<file path="src/rtl/bag_pkg.sv">
package bag_pkg;
  localparam int unsigned NAG = 2;
  typedef logic [0:0] agent_id_t;

  // agent number from active-low request lines; line 0 has precedence
  function automatic agent_id_t f_id_from_lines(input logic [NAG-1:0] lines_n);
    if (!lines_n[0]) return agent_id_t'(0);
    if (!lines_n[1]) return agent_id_t'(1);
    return agent_id_t'(0);
  endfunction

  // issue permission from the gating terms
  function automatic logic f_may_issue(input logic own, input logic prio,
                                       input logic lock, input logic stall);
    return own & ~(prio & ~lock) & ~stall;
  endfunction
endpackage

</file>
<file path="src/rtl/bag_sync.sv">
module bag_sync #(
  parameter int unsigned W = 4
) (
  input  logic         clk,
  input  logic         rst_n,
  input  logic [W-1:0] d_n,
  output logic [W-1:0] q
);
  // one register stage per bus input, output active high
  for (genvar g = 0; g < W; g++) begin : g_bit
    always_ff @(posedge clk or negedge rst_n) begin
      if (!rst_n) q[g] <= 1'b0;
      else        q[g] <= ~d_n[g];
    end
  end
endmodule

</file>
<file path="src/rtl/bag_stall_sampler.sv">
module bag_stall_sampler #(
  parameter int unsigned STALL_PERIOD = 2
) (
  input  logic clk,
  input  logic rst_n,
  input  logic stall_s,
  output logic stall_hold,
  output logic phase_hit
);
  localparam int unsigned PW = (STALL_PERIOD > 1) ? $clog2(STALL_PERIOD) : 1;
  localparam logic [PW-1:0] LAST = PW'(STALL_PERIOD - 1);

  logic [PW-1:0] phase_q;

  assign phase_hit = (phase_q == '0);

  always_ff @(posedge clk or negedge rst_n) begin
    if (!rst_n) begin
      phase_q    <= '0;
      stall_hold <= 1'b0;
    end else begin
      phase_q <= (phase_q == LAST) ? '0 : phase_q + 1'b1;
      if (phase_hit) stall_hold <= stall_s;
    end
  end
endmodule

</file>
<file path="src/rtl/bag_arbiter.sv">
module bag_arbiter
  import bag_pkg::*;
(
  input  logic           clk,
  input  logic           rst_n,
  input  logic [NAG-1:0] req_lines_n,
  input  logic [NAG-1:0] req_s,
  input  logic           pending,
  input  logic           fire,
  input  logic           peer_issue_s,
  input  logic           init_evt,
  output agent_id_t      agent_id,
  output logic           id_valid,
  output logic           own,
  output logic           req_q
);
  agent_id_t peer_id;
  logic      peer_req;
  logic      give_up;
  logic      take_over;
  agent_id_t sampled_id;

  assign peer_id    = ~agent_id;
  assign peer_req   = req_s[peer_id];
  assign sampled_id = f_id_from_lines(req_lines_n);
  assign give_up    = peer_req & (fire | ~req_q);
  assign take_over  = req_q & (~peer_req | peer_issue_s);

  always_ff @(posedge clk or negedge rst_n) begin
    if (!rst_n) begin
      id_valid <= 1'b0;
      agent_id <= '0;
      own      <= 1'b0;
      req_q    <= 1'b0;
    end else if (!id_valid) begin
      id_valid <= 1'b1;
      agent_id <= sampled_id;
      own      <= (sampled_id == agent_id_t'(0));
      req_q    <= 1'b0;
    end else if (init_evt) begin
      own   <= (agent_id == agent_id_t'(0));
      req_q <= 1'b0;
    end else begin
      req_q <= pending;
      own   <= own ? ~give_up : take_over;
    end
  end
endmodule

</file>
<file path="src/rtl/bus_agent_gate.sv">
module bus_agent_gate
  import bag_pkg::*;
#(
  parameter int unsigned STALL_PERIOD = 2
) (
  input  logic           clk,
  input  logic           rst_n,
  input  logic [NAG-1:0] req_n_i,
  output logic           req_n_o,
  input  logic           prio_n_i,
  input  logic           stall_n_i,
  input  logic           init_n_i,
  input  logic           peer_issue_n_i,
  input  logic           init_obs_en_i,
  input  logic           lock_start_i,
  input  logic           lock_end_i,
  input  logic           txn_valid_i,
  output logic           txn_ready_o,
  output logic           bus_own_o,
  output logic           agent_id_o
);
  localparam int unsigned SW = NAG + 4;

  logic [NAG-1:0] req_s;
  logic           prio_s;
  logic           stall_s;
  logic           init_s;
  logic           pissue_s;
  logic           init_evt;
  logic           stall_hold;
  logic           phase_hit;
  logic           lock_q;
  logic           fire;
  logic           own;
  logic           id_valid;
  logic           req_q;
  agent_id_t      agent_id;

  bag_sync #(.W(SW)) u_sync (
    .clk   (clk),
    .rst_n (rst_n),
    .d_n   ({req_n_i, prio_n_i, stall_n_i, init_n_i, peer_issue_n_i}),
    .q     ({req_s, prio_s, stall_s, init_s, pissue_s})
  );

  bag_stall_sampler #(.STALL_PERIOD(STALL_PERIOD)) u_stall (
    .clk        (clk),
    .rst_n      (rst_n),
    .stall_s    (stall_s),
    .stall_hold (stall_hold),
    .phase_hit  (phase_hit)
  );

  assign init_evt = init_s & init_obs_en_i;

  always_ff @(posedge clk or negedge rst_n) begin
    if (!rst_n)           lock_q <= 1'b0;
    else if (init_evt)    lock_q <= 1'b0;
    else if (lock_end_i)  lock_q <= 1'b0;
    else if (lock_start_i) lock_q <= 1'b1;
  end

  assign txn_ready_o = id_valid & f_may_issue(own, prio_s, lock_q, stall_hold);
  assign fire        = txn_valid_i & txn_ready_o;

  bag_arbiter u_arb (
    .clk          (clk),
    .rst_n        (rst_n),
    .req_lines_n  (req_n_i),
    .req_s        (req_s),
    .pending      (txn_valid_i),
    .fire         (fire),
    .peer_issue_s (pissue_s),
    .init_evt     (init_evt),
    .agent_id     (agent_id),
    .id_valid     (id_valid),
    .own          (own),
    .req_q        (req_q)
  );

  assign req_n_o    = ~req_q;
  assign bus_own_o  = own;
  assign agent_id_o = agent_id;
endmodule

</file>
<file path="config.mk">
export PLATFORM = sky130hd
export DESIGN_NAME = bus_agent_gate
export DESIGN_NICKNAME = d
export VERILOG_FILES = /design/src/rtl/bag_pkg.sv /design/src/rtl/bag_sync.sv /design/src/rtl/bag_stall_sampler.sv /design/src/rtl/bag_arbiter.sv /design/src/rtl/bus_agent_gate.sv
export SDC_FILE = /design/constraint.sdc
export NUM_CORES = 1
export LEC_CHECK = 0
export CORE_AREA = 2 2 39 41
export CTS_CLUSTER_DIAMETER = 60
export DETAILED_ROUTE_END_ITERATION = 16
export DIE_AREA = 0 0 41 43
export GPL_TIMING_DRIVEN = 0
export PLACE_DENSITY = 0.67
export SETUP_SLACK_MARGIN = 0.2
export SLEW_MARGIN = 5
export SYNTH_ARGS = -nofsm -noshare
export SYNTH_HDL_FRONTEND = slang
export SYNTH_SLANG_ARGS = --single-unit
</file>
<file path="constraint.sdc">
create_clock -name clk -period 1.3 [get_ports clk]
set_input_delay 0.26 -clock clk [delete_from_list [all_inputs] [get_ports clk]]
set_output_delay 0.26 -clock clk [all_outputs]
set_load 0.05 [all_outputs]
</file>
After elaboration in Yosys (flattened, before gate mapping)
Index checks and enable logic that the tools add are counted.
- logic and storage cells: 57
- output and inout port bits: 4
- register bits after elaboration: 13
- input port bits: 12
- reduce and logical (&&, ||, !) cells: 1
- order comparisons: 1
- multiplexer cells: 17
- add/sub/neg operators: 1
- bitwise gates (word level): 24
- operators with widths (operator ; number):
    1-bit two-way mux ; 17
    1-bit inverter ; 14
    1-bit AND ; 8
    3-bit nonzero test ; 1
    1-bit by 2-bit < comparator with 1-bit output (second input constant) ; 1
    1-bit OR ; 2
    1-bit adder (second input constant) ; 1

Logic depth before layout (Yosys ltp)
- depth in word-level cells: 13
- gate-level depth with buffers: 4
- depth with buffers taken out: 4

Cells and area by module
A second synthesis with hierarchy kept.
- cell total of the unflattened synthesis: 42
- area, all modules: 500.5 um^2
- by module, submodules not included (module ; area an instance (um^2) ; instances ; cells each):
    bag_arbiter ; 185.2 ; 1 ; 17
    bag_sync ; 172.7 ; 1 ; 12
    bus_agent_gate ; 73.8 ; 1 ; 9
    bag_stall_sampler ; 68.8 ; 1 ; 4

Least setup slack after synthesis
Ideal clock, no wire load.
- path type: reg2out
- start point: register u_arb.own
- end point: output port txn_ready_o
- data required time: 1.040 ns
- setup slack: -0.268 ns
- arrival time: 1.308 ns
- path buffers: 0
- cell stages (with the launch flop): 3
- path through: dfrtp_1 -> and3b_1 -> and2_1
- longest elaborated chain between the ends: 3
- RTL lines (item ; RTL line ; RTL):
    start: declaration ; bag_arbiter.sv:14 ; output logic own,
    start signal: assignment ; bag_arbiter.sv:38 ; own <= (sampled_id == agent_id_t'(0));
    start signal: assignment ; bag_arbiter.sv:41 ; own <= (agent_id == agent_id_t'(0));
    start signal: assignment ; bag_arbiter.sv:45 ; own <= own ? ~give_up : take_over;
    1-bit AND (2 in a row) ; bag_pkg.sv:15 ; return own & ~(prio & ~lock) & ~stall;
    1-bit AND ; bus_agent_gate.sv:63 ; assign txn_ready_o = id_valid & f_may_issue(own, prio_s, lock_q, stall_hold);
    end: declaration ; bus_agent_gate.sv:18 ; output logic txn_ready_o,
Every way passes these cells.

Worst setup path in the final report
Same ends and word-level chain as after synthesis.

==> load_flow_metrics.sql <==
INSERT INTO impl_metrics (metric_group, metric, value, unit) VALUES
('run_status', 'run_status', 'finished, violations left', ''),
('run_status', 'failing_checks', 'negative setup slack', ''),
('finish', 'layout.cells.most_common_list', 'sky130_fd_sc_hd__clkdlybuf4s50_1, sky130_fd_sc_hd__dfrtp_1, sky130_fd_sc_hd__inv_1', ''),
('logic_synthesis', 'postSynthAreaPerCell', '12.3', 'um2'),
('cts', 'total_clock_buffers_created_by_cts', '3', ''),
('job', 'maxCapViolations', '0', ''),
('timing', 'max_slew.worst_pin.slew', '573', 'ps'),
('cts', 'hold_buffers', '0', ''),
('worst_setup_path', 'criticalPathCategory', 'reg -> out', ''),
('logic_synthesis', 'synth_sequential_area_ratio', '0.660', ''),
('cts', 'root_buffer', 'sky130_fd_sc_hd__clkbuf_4', ''),
('min_path', 'timing.hold.worst.class', 'in -> async', ''),
('global_routing', 'grt.total_usage', '0.116', ''),
('cts', 'cts_num_sinks', '13', ''),
('cts', 'clk_latency', '270', 'ps'),
('logic_synthesis', 'yosys_warnings', '0', ''),
('routing', 'route.antenna.remaining_nets', '0', ''),
('worst_setup_path', 'worstSetupStartpointType', 'flip-flop', ''),
('place', 'gp_congestion', '0.581', ''),
('logic_synthesis', 'post_synth_instance_area', '493', 'um2'),
('timing', 'finalSetupViolCount', '1', ''),
('floorplanning', 'core', '0.00138', 'mm2'),
('timing', 'finalMaxSlewViolations', '0', ''),
('floorplanning', 'die_height', '43', 'um'),
('global_routing', 'grt_first_pass_wirelength', '1300', 'um'),
('logic_synthesis', 'synth-async-reset-ratio', '1.00', ''),
('pwr', 'leakagePower', '0.000368', 'uW'),
('floorplanning', 'die_outline_width', '41', 'um'),
('logic_synthesis', 'mappedNetlistNets', '52', ''),
('pwr', 'power.density', '1140', 'mW/mm2'),
('timing', 'grt_setup_unrepaired', 'yes', ''),
('global_routing', 'grt_overflow', '0', ''),
('finish', 'final_cell_count_no_fill', '79', ''),
('logic_synthesis', 'biggest_area_contributors_in_the_synthesized_netlist', 'sky130_fd_sc_hd__dfrtp_1, sky130_fd_sc_hd__inv_1, sky130_fd_sc_hd__a21oi_2, sky130_fd_sc_hd__mux2_4, sky130_fd_sc_hd__o221ai_2', ''),
('floorplanning', 'rows', '14', ''),
('finish', 'synthToLayoutAreaGrowth', '51.0', '%'),
('floorplanning', 'start_util', '0.356', ''),
('floorplanning', 'die_area', '0.00176', 'mm2'),
('cts', 'clkTransAtPathRegs', '70', 'ps'),
('finish', 'post_route_cells_drive_above_1_share', '0.333', ''),
('cts', 'clockBufferDepth', '2', ''),
('routing', 'drc_violation_count_after_routing', '0', ''),
('routing', 'post_detailed_route_wirelength_per_cell', '10.0', 'um'),
('finish', 'antenna_cells_inserted', '0', ''),
('cts', 'h_tree_depth', '1', ''),
('place', 'dpl.cell_count', '71', ''),
('place', 'dp_hpwl', '553', 'um'),
('pwr', 'finalPower', '847', 'uW'),
('timing', 'layout_min_cycle_time', '1410', 'ps'),
('logic_synthesis', 'synth-main-ff-cell', 'sky130_fd_sc_hd__dfrtp_1', ''),
('global_routing', 'via_count_of_the_first_global_routing_pass', '333', ''),
('routing', 'route.detailed.vias_per_inst', '4.24', ''),
('routing', 'via_count', '335', ''),
('floorplanning', 'design.portCount', '16', ''),
('logic_synthesis', 'ys_types', '19', ''),
('worst_setup_path', 'worst_setup_path_end_kind', 'primary output', ''),
('worst_setup_path', 'critPathRequiredTime', '1040', 'ps'),
('worst_setup_path', 'cp_data_arrival_time', '1150', 'ps'),
('cts', 'tritoncts', 'yes', ''),
('timing', 'timing_hold_violations_final', '0', ''),
('place', 'place.port_buffers', '15', ''),
('finish', 'final_util', '0.538', ''),
('logic_synthesis', 'synth_edf_count', '0', ''),
('finish', 'stdcell_area', '744', 'um2'),
('timing', 'post-route-worst-setup-slack', '-109', 'ps'),
('timing', 'fmax', '0.710', 'GHz'),
('timing', 'final.setup_skew', '0.265', 'ps'),
('finish', 'num-fill-cells', '127', ''),
('routing', 'drt_iter0_drc', '1', ''),
('logic_synthesis', 'synth.top_cell.area_share', '0.660', ''),
('logic_synthesis', 'number_of_instances_in_the_synthesized_netlist', '40', '');
[through the flow]
| stage | setup TNS (ps) | hold WS, ps | setup WS (ps) |
|---|---|---|---|
| 4_1_cts | -120 | 363 | -120 |
| 2_1_floorplan | 0 | -35.6 | 27.8 |
| 3_5_place_dp | -905 | 417 | -458 |
| 3_3_place_gp | -895 | 414 | -451 |
| 5_1_grt | -187 | 400 | -187 |
| 6_report | -109 | 355 | -109 |
[state kept, by name (all words and copies together) (netlist names)]
| signal | count |
|---|---|
| u_stall.stall_hold | 1 |
| u_arb.req_q | 1 |
| u_arb.own | 1 |
| u_sync.q | 6 |
| u_arb.id_valid | 1 |
| u_stall.phase_q | 1 |
| u_arb.agent_id | 1 |
| lock_q | 1 |
[final cells by class]
class | count | area, um2 | area share
tap | 16 | 20.0 | 0.0269
timing repair buffer | 19 | 200 | 0.269
inverter | 9 | 33.8 | 0.0454
sequential | 13 | 328 | 0.440
clock buffer | 4 | 26.3 | 0.0353
multi-input combinational | 18 | 136 | 0.183
[layer usage]
layer,track usage,vias up,wire [um]
li1,-,171,-
met1,0.136,150,340
met2,0.166,12,394
met3,0.0314,2,46
met4,0.100,0,10
met5,0,-,0
[Yosys cell counts, types with 2 or more instances]
cell type and instances:
sky130_fd_sc_hd__inv_1 8, sky130_fd_sc_hd__dfrtp_1 13, sky130_fd_sc_hd__a21oi_2 2, sky130_fd_sc_hd__nand2_1 2
[worst paths after layout]
| check | start | to | depth (start not counted) |
|---|---|---|---|
| max | u_arb.own | txn_ready_o | 3 |
| min | rst_n | u_sync.q[0] | 1 |
| max reg2reg | u_arb.agent_id | u_arb.own | 4 |
| min reg2reg | u_stall.phase_q | u_stall.phase_q | 1 |
| max in group asynchronous | rst_n | u_arb.agent_id | 1 |
| min in group clk | u_stall.phase_q | u_stall.phase_q | 1 |
[worst max-delay path, stage by stage, from the launching register on]
cell and delay [ps]:
sky130_fd_sc_hd__dfrtp_2 430, sky130_fd_sc_hd__and3b_1 180, sky130_fd_sc_hd__and2_4 140, sky130_fd_sc_hd__buf_8 140
[where the power goes]
part           internal, uW  total, uW  switching, uW  leakage (uW)
logic                  91.1        169           77.9      0.000202
clock network           119        238            120     0.0000150
registers               428        440           12.4      0.000150
[kinds of logic (layout without fill, tap and decap cells)]
kind of cell / after synthesis / in the layout / share of synthesized area
other: 1 / 1 / 0.00761
muxes: 2 / 2 / 0.0533
AOI/OAI and AO/OA: 7 / 7 / 0.122
buffers and inverters: 9 / 32 / 0.0685
DFF: 13 / 13 / 0.660
and+or+nand+nor: 8 / 8 / 0.0888
[repair_timing]
item                                    CTS  global route
pin swaps                                 2             0
endpoints found under the setup margin    5             5
hold endpoints to repair                  0             0
setup buffers                             4             0
resized for setup                        31             1
(Power assumes the default switching activity.)
